<file path="src/rtl/fis_pkg.sv">
package fis_pkg;

    typedef enum logic [1:0] {
        ST_IDLE    = 2'd0,
        ST_LOAD    = 2'd1,
        ST_COMPUTE = 2'd2,
        ST_DONE    = 2'd3
    } fis_state_e;

    typedef logic signed [7:0] pix_t;

    // control that travels with a read through the one-cycle delay
    typedef struct packed {
        logic vld;
        logic first;
        logic last;
    } tap_tag_t;

    // 8x8 signed product plus headroom for summing 'taps' products
    function automatic int unsigned acc_width(input int unsigned taps);
        return 16 + ((taps > 1) ? $clog2(taps) : 1);
    endfunction

endpackage

</file>
<file path="src/rtl/fis_feat_mem.sv">
module fis_feat_mem #(
    parameter int unsigned DEPTH = 16,
    parameter int unsigned AW    = 4
) (
    input  logic          clk,
    input  logic          we,
    input  logic [AW-1:0] waddr,
    input  logic [7:0]    wdata,
    input  logic          re,
    input  logic [AW-1:0] raddr,
    output logic [7:0]    rdata
);
    logic [7:0] mem [DEPTH];

    always_ff @(posedge clk) begin
        if (we) mem[waddr] <= wdata;
        if (re) rdata <= mem[raddr];
    end
endmodule

</file>
<file path="src/rtl/fis_mac.sv">
module fis_mac #(
    parameter int unsigned ACC_W = 20
) (
    input  logic                    clk,
    input  logic                    rst,
    input  logic                    en,
    input  logic                    clr,
    input  logic signed [7:0]       a,
    input  logic signed [7:0]       b,
    output logic signed [ACC_W-1:0] acc
);
    logic signed [15:0]      prod;
    logic signed [ACC_W-1:0] prod_x;

    assign prod   = a * b;
    assign prod_x = ACC_W'(prod);

    always_ff @(posedge clk) begin
        if (rst)      acc <= '0;
        else if (en)  acc <= clr ? prod_x : acc + prod_x;
    end
endmodule

</file>
<file path="src/rtl/fis_argmax.sv">
module fis_argmax #(
    parameter int unsigned N_CLASS = 31,
    parameter int unsigned CW      = 5,
    parameter int unsigned ACC_W   = 20
) (
    input  logic                    clk,
    input  logic                    rst,
    input  logic                    score_vld,
    input  logic [CW-1:0]           score_cls,
    input  logic signed [ACC_W-1:0] score,
    output logic                    res_vld,
    output logic [CW-1:0]           res_idx
);
    logic signed [ACC_W-1:0] best_q;
    logic [CW-1:0]           idx_q;
    logic                    take;

    // first class seeds the search; later ones need a strictly larger score
    assign take = (score_cls == '0) || (score > best_q);

    always_ff @(posedge clk) begin
        if (rst) begin
            best_q  <= '0;
            idx_q   <= '0;
            res_vld <= 1'b0;
            res_idx <= '0;
        end else begin
            res_vld <= 1'b0;
            if (score_vld) begin
                if (take) begin
                    best_q <= score;
                    idx_q  <= score_cls;
                end
                if (score_cls == CW'(N_CLASS - 1)) begin
                    res_vld <= 1'b1;
                    res_idx <= take ? score_cls : idx_q;
                end
            end
        end
    end
endmodule

</file>
<file path="src/rtl/fis_seq.sv">
module fis_seq
    import fis_pkg::*;
#(
    parameter  int unsigned FRAME_PIX = 16,
    parameter  int unsigned N_CLASS   = 31,
    localparam int unsigned FAW       = (FRAME_PIX > 1) ? $clog2(FRAME_PIX) : 1,
    localparam int unsigned WDEPTH    = N_CLASS * FRAME_PIX,
    localparam int unsigned WAW       = (WDEPTH > 1) ? $clog2(WDEPTH) : 1
) (
    input  logic               clk,
    input  logic               rst,
    input  logic               sof,
    input  logic               byte_vld,
    input  logic [7:0]         byte_data,
    input  logic               tp_we,
    input  logic [FAW-1:0]     tp_addr,
    input  logic [7:0]         tp_data,
    input  logic [7:0]         w_data,
    output logic               f_we,
    output logic [FAW-1:0]     f_waddr,
    output logic               f_re,
    output logic [FAW-1:0]     f_raddr,
    output logic               w_re,
    output logic [WAW-1:0]     w_addr,
    output logic               mac_en,
    output logic               mac_clr,
    output logic [N_CLASS-1:0] led,
    output logic               done
);
    localparam int unsigned CW    = (N_CLASS > 1) ? $clog2(N_CLASS) : 1;
    localparam int unsigned ACC_W = acc_width(FRAME_PIX);

    fis_state_e     st_q;
    logic [FAW-1:0] wptr_q;
    logic [FAW-1:0] tap_q;
    logic [CW-1:0]  cls_q;
    logic [WAW-1:0] wcnt_q;
    logic           iss_on_q;

    // write side
    logic           wr_ok;
    logic [7:0]     wr_data;
    logic           wr_last;

    assign wr_ok   = (st_q != ST_COMPUTE) && !sof;
    assign f_we    = wr_ok && (tp_we || byte_vld);
    assign f_waddr = tp_we ? tp_addr : wptr_q;
    assign wr_data = tp_we ? tp_data : byte_data;
    assign wr_last = (f_waddr == FAW'(FRAME_PIX - 1));

    // read issue side
    logic issue;
    assign issue   = (st_q == ST_COMPUTE) && iss_on_q;
    assign f_re    = issue;
    assign w_re    = issue;
    assign f_raddr = tap_q;
    assign w_addr  = wcnt_q;

    // one-cycle control delay matching the synchronous read latency
    tap_tag_t      d1_q;
    logic [CW-1:0] d1_cls_q;
    logic          d2_vld_q;
    logic [CW-1:0] d2_cls_q;

    always_ff @(posedge clk) begin
        if (rst) begin
            d1_q     <= '0;
            d1_cls_q <= '0;
            d2_vld_q <= 1'b0;
            d2_cls_q <= '0;
        end else begin
            d1_q.vld   <= issue && !sof;
            d1_q.first <= (tap_q == '0);
            d1_q.last  <= (tap_q == FAW'(FRAME_PIX - 1));
            d1_cls_q   <= cls_q;
            d2_vld_q   <= d1_q.vld && d1_q.last && !sof;
            d2_cls_q   <= d1_cls_q;
        end
    end

    assign mac_en  = d1_q.vld;
    assign mac_clr = d1_q.vld && d1_q.first;

    logic [7:0]              f_rdata;
    logic signed [ACC_W-1:0] acc;
    logic                    res_vld;
    logic [CW-1:0]           res_idx;
    logic [N_CLASS-1:0]      res_oh;

    fis_feat_mem #(.DEPTH(FRAME_PIX), .AW(FAW)) u_fmem (
        .clk   (clk),
        .we    (f_we),
        .waddr (f_waddr),
        .wdata (wr_data),
        .re    (f_re),
        .raddr (f_raddr),
        .rdata (f_rdata)
    );

    fis_mac #(.ACC_W(ACC_W)) u_mac (
        .clk (clk),
        .rst (rst),
        .en  (mac_en),
        .clr (mac_clr),
        .a   (f_rdata),
        .b   (w_data),
        .acc (acc)
    );

    fis_argmax #(.N_CLASS(N_CLASS), .CW(CW), .ACC_W(ACC_W)) u_amax (
        .clk       (clk),
        .rst       (rst),
        .score_vld (d2_vld_q),
        .score_cls (d2_cls_q),
        .score     (acc),
        .res_vld   (res_vld),
        .res_idx   (res_idx)
    );

    generate
        for (genvar k = 0; k < N_CLASS; k++) begin : g_oh
            assign res_oh[k] = (res_idx == CW'(k));
        end
    endgenerate

    always_ff @(posedge clk) begin
        if (rst) begin
            st_q     <= ST_IDLE;
            wptr_q   <= '0;
            tap_q    <= '0;
            cls_q    <= '0;
            wcnt_q   <= '0;
            iss_on_q <= 1'b0;
            led      <= '0;
        end else if (sof) begin
            st_q     <= ST_IDLE;
            wptr_q   <= '0;
            iss_on_q <= 1'b0;
        end else begin
            unique case (st_q)
                ST_IDLE, ST_LOAD, ST_DONE: begin
                    if (f_we) begin
                        if (wr_last) begin
                            st_q     <= ST_COMPUTE;
                            wptr_q   <= '0;
                            tap_q    <= '0;
                            cls_q    <= '0;
                            wcnt_q   <= '0;
                            iss_on_q <= 1'b1;
                        end else begin
                            st_q   <= ST_LOAD;
                            wptr_q <= f_waddr + FAW'(1);
                        end
                    end
                end
                ST_COMPUTE: begin
                    if (issue) begin
                        wcnt_q <= wcnt_q + WAW'(1);
                        if (tap_q == FAW'(FRAME_PIX - 1)) begin
                            tap_q <= '0;
                            cls_q <= cls_q + CW'(1);
                            if (cls_q == CW'(N_CLASS - 1)) iss_on_q <= 1'b0;
                        end else begin
                            tap_q <= tap_q + FAW'(1);
                        end
                    end
                    if (res_vld) begin
                        st_q <= ST_DONE;
                        led  <= res_oh;
                    end
                end
                default: st_q <= ST_IDLE;
            endcase
        end
    end

    assign done = (st_q == ST_DONE);

endmodule

</file>
<file path="config.mk">
export PLATFORM = sky130hd
export DESIGN_NAME = fis_seq
export DESIGN_NICKNAME = d
export VERILOG_FILES = /design/src/rtl/fis_pkg.sv /design/src/rtl/fis_feat_mem.sv /design/src/rtl/fis_mac.sv /design/src/rtl/fis_argmax.sv /design/src/rtl/fis_seq.sv
export SDC_FILE = /design/constraint.sdc
export NUM_CORES = 1
export LEC_CHECK = 0
export BUFFER_PORTS_ARGS = -buffer_cell sky130_fd_sc_hd__buf_4
export CAP_MARGIN = 5
export CORE_MARGIN = 4
export CORE_UTILIZATION = 43
export CTS_CLUSTER_DIAMETER = 60
export DETAILED_ROUTE_END_ITERATION = 8
export HOLD_SLACK_MARGIN = 0.12
export SETUP_SLACK_MARGIN = 0.05
export SLEW_MARGIN = 5
export SYNTH_ARGS = -nofsm -noshare
export SYNTH_HDL_FRONTEND = slang
export SYNTH_HIERARCHICAL = 1
export SYNTH_SLANG_ARGS = --single-unit
</file>
<file path="constraint.sdc">
create_clock -name clk -period 9.5 [get_ports clk]
set_clock_uncertainty 0.05 [all_clocks]
set_input_delay 1.9 -clock clk [delete_from_list [all_inputs] [get_ports clk]]
set_output_delay 1.9 -clock clk [all_outputs]
set_load 0.1 [all_outputs]
</file>
==> results.cfg, run 1 <==
[grt]
grt_pass1_wl_um = 53370
grt_pass1_vias = 10070
grt_overflow_total = 0
grt_start_max_net_pins = 72
antenna_found_initial = 0
track_usage_pct = 17.97

[timing]
slew_viol_final = 0
finalWorstSetupSlack_ps = 1536
hold_violations = 0
finalSetupTns_ps = 0
max_slew.worst_pin.slew_ps = 1186
slew_headroom_pct = 20.95
rsz0062_at_grt = no
fin_crit_sh_pct = 83.83
clock.fmax_mhz = 125.6
setup_viol = 0
finalCriticalPeriod_ps = 7964

[setup_path]
critPathArrivalTime_ps = 8280
cpPeakStageDelay_ps = 620
worstPathRequired_ps = 9820
cp_top_family = adder cells
end_kind = flip-flop
cp-start-kind = input pin
critical_path.max_fanout = 9
critPathKind = input pin to flip-flop
crit_slowest_cell = fa_1
crit_buf_inv = 5
path_cells = buf_4 -> and2_1 -> fa_1 -> inv_1 -> fa_1 -> inv_1 -> fa_1 -> inv_1 -> fa_1 -> inv_1 -> ha_1 -> nand3_1 -> a211oi_1 -> nor4_1 -> o211ai_1 -> nand2_1 -> ha_1 -> and2_1 -> o21ai_0 -> nand2b_1 -> a221o_1 -> and2_0 -> a2111oi_1 -> a21oi_1

[placed_design]
gp_congestion = 0.8387
dp_cells = 1791
dp_hpwl_um = 22980
place_ws_ps = 1079
numPortBuffers = 86

[yosys]
synth.distinct_cells = 82
synth_area_um2 = 14430
yosysTopAreaCellShare_pct = 28.31
syn_area_per_cell_um2 = 11.01
async_flop_share_pct = 0
ys_seq_area_share_pct = 45.10
postSynth.topFlopCell = edfxtp_1
synth-edff-count = 136
ys_top_cells_by_area = edfxtp_1 (28%), dfxtp_1 (17%), fa_1 (7.8%)
synth_fp_nets = 1476
synth_warnings = 6
yosys.area.top_type = edfxtp_1
synth_cells = 1310
ys_ff_latch = 257

[floorplanning]
die_w_um = 191.2
die_y_um = 191.2
row_count = 66
core_um2 = 32780
start_util_pct = 44.00
dieArea_um2 = 36540
io_pins = 87

[clock_network]
cts_setup_buffers = 0
worstSkewPairLatency_ps = 530
cts_tree = built
cts_root_buf = clkbuf_16
htree_levels = 1
hold_buffers = 0
cts_resized = 0
cts.path.max_buffers = 3
numClockSinks = 257
numCtsBuffers = 28
clkTransAtPathRegs_ps = 60

[flow_run]
maxCapViolations = 0

[final_layout]
final_layout_size_suffix_gt1_share_pct = 13.78
n_antenna_cell = 0
finalNonFillerCells = 1843
mostFrequentLayoutCells = edfxtp_1 (136), inv_1 (130), dfxtp_1 (120)
postLayoutCoreUtil_pct = 49.89
finalNetCount = 1545
layout_commonest_cell = edfxtp_1
syn_to_final_growth_pct = 13.37

[power]
power.density_nw_per_um2 = 182.3
finalPower_mw = 2.981
power.leakage_nw = 6.246
irDropWorstVdd_v = 0.0001516

[route]
drt_wl_total_um = 32450
drt_pass1_iterations = 5
drtIter0Drc = 712
routed-via-count = 10070
drtAntennaViolNets = 0
vias_per_cell = 5.464
remaining_drc_errors = 0
route.detailed.wl_per_inst_um = 17.61

[min_path]
min_path_type = flip-flop to flip-flop

[status]
status = complete, no violations
==> power by group <==
| group | switching (mW) | total, mW | internal [mW] |
|---|---|---|---|
| Sequential | 0.00187 | 1.18 | 1.18 |
| Combinational | 0.429 | 0.709 | 0.280 |
| Clock | 0.439 | 1.09 | 0.651 |
| Total | 0.870 | 2.98 | 2.11 |
==> area by class of cell <==
type / instances / area [µm²]
clock buffers: 35 / 758.2
clock inverters: 17 / 181.4
fillers: 2958 / 16430
inverters: 131 / 493.0
multi-input cells: 864 / 7134
flip-flops and latches: 257 / 6507
well taps: 442 / 553.0
repair buffers: 97 / 728.2
==> registers in the layout (all words and copies together) (netlist names), 2 cells and up <==
signal	count
u_fmem/mem	128
led	31
u_amax/best_q	20
u_mac/acc	20
w_addr	9
u_fmem/rdata	8
cls_q	5
d1_cls_q	5
d2_cls_q	5
u_amax/idx_q	5
u_amax/res_idx	5
f_raddr	4
wptr_q	4
d1_q	2
st_q	2
==> kinds of logic after synthesis <==
kind of cell / synth area share [%]
and+or+nand+nor: 13.65
adders and majority gates: 14.45
xor gates and xnor gates: 1.639
AOI/OAI and AO/OA: 12.95
muxes: 6.696
buffers and inverters: 5.516
DFF: 45.10
==> worst paths after layout <==
path / from / end / slack (ps) / depth (start not counted)
setup / recovery: w_data[3] / u_mac/acc[19] / 1540 / 24
hold / removal: d1_cls_q[0] / d2_cls_q[0] / 390 / 1
setup reg to reg: u_fmem/rdata[7] / u_mac/acc[19] / 2480 / 23
hold reg to reg: d1_cls_q[0] / d2_cls_q[0] / 390 / 1
==> synth_stat cells, drive strengths merged (6+ instances only) <==
| cell type | count |
|---|---|
| nor3 | 22 |
| xnor2 | 24 |
| o211ai | 23 |
| inv | 130 |
| dfxtp | 121 |
| o21ai | 32 |
| and3 | 8 |
| and2 | 56 |
| a21oi | 85 |
| o31ai | 9 |
| o21a | 6 |
| nand2b | 9 |
| a22oi | 47 |
| nand4 | 9 |
| mux2i | 8 |
| a21bo | 9 |
| a31oi | 7 |
| nor2b | 23 |
| buf | 22 |
| ha | 77 |
| nand2 | 65 |
| clkbuf | 33 |
| a311oi | 9 |
| edfxtp | 136 |
| mux2 | 10 |
| mux4 | 32 |
| nor4 | 8 |
| nor2 | 97 |
| a211oi | 12 |
| fa | 56 |
| nand3 | 51 |
| a21o | 7 |
==> routing by layer <==
metal / GRT usage [%] / vias up / wire length (µm)
met3: 2.739 / 33 / 1382
met5: 0 / - / 0
met1: 25.34 / 4991 / 15070
met4: 3.646 / 0 / 538
met2: 29.76 / 182 / 15460
li1: - / 4865 / -
==> through the flow <==
stage / instance area [µm²] / hold WS [ps]
5_1_grt: 16360 / 405.9
3_3_place_gp: 15420 / 370.1
6_report: 16360 / 385.0
3_5_place_dp: 15420 / 373.9
4_1_cts: 16360 / 388.8
2_1_floorplan: 14430 / 363.8
Note: power is estimated with default switching activity, not from simulation.
==> run 2: changes to the inputs <==
- clock period: 9.5 -> 6.95 ns (I/O delays scaled with it)
==> run 2 against run 1 <==
Effect of this change:
- register-to-register slack worse by 1800 ps
- clock power up 49%
- largest power group unchanged
- flip-flop and latch count stayed put
- hold slack worse by 0.91 ps
- final cell count is 4.0% higher
- critical endpoint unchanged
- setup slack lost 1200 ps
==> results.cfg, run 2 (synthesized netlist as in run 1, its figures left out) <==
[setup_path]
end_kind = flip-flop
crit_slowest_cell = fa_1
critPathArrivalTime_ps = 6990
critPathKind = input pin to flip-flop
cpPeakStageDelay_ps = 550
worstPathRequired_ps = 7310
critical_path.max_fanout = 8
cp-start-kind = input pin

[clock_network]
cts_setup_buffers = 0
worstSkewPairLatency_ps = 580
numCtsBuffers = 30
cts_tree = built
numClockSinks = 257
cts.path.max_buffers = 3
clkTransAtPathRegs_ps = 60
cts_root_buf = clkbuf_16
htree_levels = 1

[final_layout]
layout_commonest_cell = buf_4
mostFrequentLayoutCells = buf_4 (165), edfxtp_1 (136), inv_1 (128)
register_area_um2 = 6507
fill_cells = 2954
largest_reg_flops = 128
postLayoutCoreUtil_pct = 52.10
top_register = u_fmem/mem
finalNetCount = 1616
syn_to_final_growth_pct = 18.40
top_regs = u_fmem/mem (128), led (31)
n_antenna_cell = 0
final_layout_size_suffix_gt1_share_pct = 18.93
multi_input_area_um2 = 7192

[timing]
finalSetupTns_ps = 0
setup_viol = 0
hold_violations = 0
slew_headroom_pct = 21.33
fin_crit_sh_pct = 95.41
max_slew.worst_pin.slew_ps = 1180
slew_viol_final = 0
clock.fmax_mhz = 150.8
rsz0062_at_grt = yes
finalCriticalPeriod_ps = 6631

[grt]
grt_use_met3_pct = 2.630
grt_pass1_vias = 10430
grt_overflow_total = 0
grt_start_max_net_pins = 64
grt_pass1_wl_um = 54270
busiest_layer = met2
track_usage_pct = 18.30
gr-usage-met1_pct = 25.36
antenna_found_initial = 0
met2_usage_pct = 30.90

[power]
power.switching_mw = 1.290
pwr-share-seq_pct = 35.9
p_int_mw = 3.208
power.leakage_nw = 6.653
irDropWorstVdd_v = 0.0002356
power.density_nw_per_um2 = 263.3
p_comb_share_pct = 28.0
swShare_pct = 28.68
clkPwrFrac_pct = 36.1

[route]
drtAntennaViolNets = 0
drtIter0Drc = 636
route.detailed.wl_per_inst_um = 17.20
drt_wl_total_um = 32960
drt_pass1_iterations = 7
remaining_drc_errors = 0
routed-via-count = 10240
vias_per_cell = 5.344

[flow_run]
maxCapViolations = 0

[min_path]
min_path_type = flip-flop to flip-flop

[floorplanning]
start_util_pct = 44.00
die_w_um = 191.2
core_um2 = 32780
io_pins = 87
die_y_um = 191.2
row_count = 66
dieArea_um2 = 36540

[status]
status = complete, no violations

[placed_design]
numPortBuffers = 86
gp_congestion = 0.8149
dp_hpwl_um = 23770
-- run 2: cell count changes in the layout (fill, tap and decap cells not counted), moves of 3 or more --
cell / change
clkbuf_8: +4
clkbuf_16: +3
ha_4: +3
ha_1: -4
buf_4: +68
-- run 2: repair_timing --
action / in CTS / in global routing
resized for setup: 0 / 3
hold buffers: 0 / 0
setup endpoints to repair: 0 / 2
-- run 2: power groups by stage --
stage | registers, mW | clock network (mW) | logic (mW)
2_1_floorplan | 1.65 | 0 | 0.778
3_3_place_gp | 1.65 | 0 | 1.23
3_5_place_dp | 1.65 | 0 | 1.25
4_1_cts | 1.62 | 1.67 | 1.26
5_1_grt | 1.62 | 1.74 | 1.40
6_report | 1.62 | 1.62 | 1.26
-- run 2: worst max-delay path: cells and delay by family --
kind / cells / cell delay [ps]
adder cells (fa/ha/maj): 6 / 2580
XOR/XNOR: 1 / 160
AND/OR/NAND/NOR: 3 / 550
AO/OA/AOI/OAI: 10 / 1900
buffers and inverters: 5 / 400
-- run 2: stage by stage --
stage | cell area (µm²) | cells | worst slack (ps) | power (mW) | hold WS, ps
floorplan | 14480 | 1310 | 60.71 | 2.426 | 363.8
global placement | 15990 | 1860 | -176.5 | 2.878 | 367.5
detailed placement | 15990 | 1860 | -311.4 | 2.900 | 374.3
CTS | 17070 | 1916 | 282.7 | 4.542 | 388.4
global route | 17080 | 1916 | 9.789 | 4.757 | 399.1
finish | 17080 | 1916 | 318.8 | 4.498 | 384.1
-- run 2: worst paths after layout --
check,endpoint,startpoint,cells past startpoint,slack (ps)
setup / recovery,u_mac/acc[19],w_data[7],25,320
hold / removal,d2_cls_q[3],d1_cls_q[3],1,380
setup reg to reg,u_mac/acc[19],u_fmem/rdata[3],22,700
hold reg to reg,d2_cls_q[3],d1_cls_q[3],1,380
-- run 2: final cells by class --
| class | instances | share of cell area [%] |
|---|---|---|
| repair buffers | 166 | 7.369 |
| well taps | 442 | 3.238 |
| clock buffers | 42 | 5.215 |
| inverters | 131 | 2.886 |
| flip-flops and latches | 257 | 38.10 |
| multi-input cells | 864 | 42.10 |
| clock inverters | 14 | 1.091 |
-- run 2: per-layer routing --
metal	wire length, µm	vias up
li1	-	5023
met5	0	-
met1	15060	4966
met3	1445	52
met4	605	0
met2	15850	198
==> run 3: changes to the inputs <==
- BUFFER_PORTS_ARGS: -buffer_cell sky130_fd_sc_hd__buf_4 -> not set
- DONT_BUFFER_PORTS: not set -> 1
==> run 3 against run 2 <==
Effect of this change:
- via count decreased by 2.8%
- highest routed layer unchanged
- count of clock-buffer cells in the layout decreased by 4
- register-to-register slack lost 30 ps
- sequential power about the same
- largest power group is now clock
- critical endpoint unchanged
- sequential share of layout area is 2.0 points higher
- first-iteration DRC count up 3.8%
==> results.cfg, run 3 (synthesized netlist as in run 1, its figures left out) <==
[final_layout]
syn_to_final_growth_pct = 12.70
largest_reg_flops = 128
mostFrequentLayoutCells = edfxtp_1 (136), inv_1 (128), dfxtp_1 (118)
finalNetCount = 1499
final_layout_size_suffix_gt1_share_pct = 12.15
top_register = u_fmem/mem
n_antenna_cell = 0
layout_commonest_cell = edfxtp_1
top_regs = u_fmem/mem (128), led (31)
finalNonFillerCells = 1800

[clock_network]
numCtsBuffers = 34
worstSkewPairLatency_ps = 520
numClockSinks = 257
cts_setup_buffers = 0
cts_resized = 0
cts_tree = built
cts_root_buf = clkbuf_16
cts.path.max_buffers = 3
clkTransAtPathRegs_ps = 60
htree_levels = 2
hold_buffers = 0

[floorplanning]
start_util_pct = 44.00
row_count = 66
io_pins = 87
dieArea_um2 = 36540
die_y_um = 191.2
die_w_um = 191.2
core_um2 = 32780

[route]
routed-via-count = 9952
met3_length_um = 1730
vias_per_cell = 5.529
wl_met1_um = 14920
route.detailed.wl_per_inst_um = 18.24
drt_wl_total_um = 32820
top_layer = met4
drt_pass1_iterations = 5
drtIter0Drc = 660
drtAntennaViolNets = 0
remaining_drc_errors = 0
route.met2.wl_um = 15690

[flow_run]
maxCapViolations = 0

[setup_path]
rr_startpoint = u_fmem/rdata[2]
r2r_setup_slack_ps = 670
cp-start-kind = input pin
end_kind = flip-flop
worstPathRequired_ps = 7350
critPathArrivalTime_ps = 6900
reg2reg_depth = 22
rr_endpoint = u_mac/acc[19]
critical_path.max_fanout = 9
critPathKind = input pin to flip-flop

[placed_design]
dp_hpwl_um = 22920
gp_congestion = 0.8260
dp_cells = 1739
place_ws_ps = -118.4
numPortBuffers = 0

[min_path]
hold_end = d2_cls_q[1]
worstHoldPathCells = 1
worstHoldStart = d1_cls_q[1]
min_path_type = flip-flop to flip-flop

[timing]
fin_crit_sh_pct = 93.56
finalWorstSetupSlack_ps = 447.3
hold_violations = 0
max_slew.worst_pin.slew_ps = 1181
clock.fmax_mhz = 153.8
finalCriticalPeriod_ps = 6503
slew_viol_final = 0
slew_headroom_pct = 21.28
setup_viol = 0
rsz0062_at_grt = no

[status]
status = complete, no violations

[grt]
grt_pass1_wl_um = 53790
grt_start_max_net_pins = 111
grt_overflow_total = 0
track_usage_pct = 18.29
grt_pass1_vias = 10100
antenna_found_initial = 0

[power]
irDropWorstVdd_v = 0.0001936
power.density_nw_per_um2 = 277.0
power.leakage_nw = 6.067
-- run 3: changes by cell type in the layout (fill, tap and decap cells not counted), sizes merged --
cell      previous run  this run
buf                166        45
clkbuf              42        38
clkinv              10        12
clkinvlp             1         3
inv                132       137
-- run 3: critical path, cell delays in order --
cell       delay, ps
nor2b_1          130
fa_1             530
fa_1             520
fa_1             540
inv_1             50
fa_1             520
inv_1             40
ha_1             290
or2_2            280
a21oi_2          170
a21oi_1           50
a21oi_1          180
xnor2_1          170
ha_1             310
a21oi_1          160
o211ai_1         110
a31oi_1          240
a31oi_2          140
a221o_1          370
a2111oi_0        430
a2111oi_1        100
a21oi_1          150
-- run 3: cell type report --
class,instances,area (µm²)
clock buffer,38,899.6
clock inverter,23,279.0
fill,2985,16530
inverter,131,493.0
multi-input combinational,864,7183
sequential,257,6513
tap,442,553.0
timing repair buffer,45,337.8
-- run 3: report_power, final --
group          total (mW)  internal [mW]  leakage, nW  switching (mW)
Combinational        1.12          0.511         3.29           0.612
Sequential           1.62           1.61         2.20         0.00250
Clock                1.76           1.05        0.569           0.718
Total                4.50           3.17         6.07            1.33
-- run 3: metrics by stage --
step	util [%]	hold WS, ps	total power, mW	instance area, µm²	TNS [ps]
after floorplan	-	363.8	2.426	14480	0
after global placement	46.00	371.7	2.750	15080	-40.98
after detailed placement	46.00	370.4	2.767	15080	-134.5
after CTS	49.59	383.9	4.549	16260	0
after global routing	49.59	409.1	4.752	16260	0
final	49.59	385.6	4.504	16260	0
-- run 3: how the worst max path moves through the flow --
stage	start	end	slack (ps)
after global routing	w_data[4]	u_mac/acc[19]	80
final	w_data[7]	u_mac/acc[19]	450
after global placement	w_data[7]	u_mac/acc[19]	-40
after detailed placement	w_data[7]	u_mac/acc[19]	-120
after CTS	w_data[7]	u_mac/acc[19]	430
after floorplan	w_data[7]	u_mac/acc[19]	60
-- run 3: metal layers --
metal  vias to the layer above  GRT usage, %
met5                         -             0
met4                         0         3.950
met3                        41         3.397
met2                       226         30.39
met1                      4902         25.20
li1                       4783             -
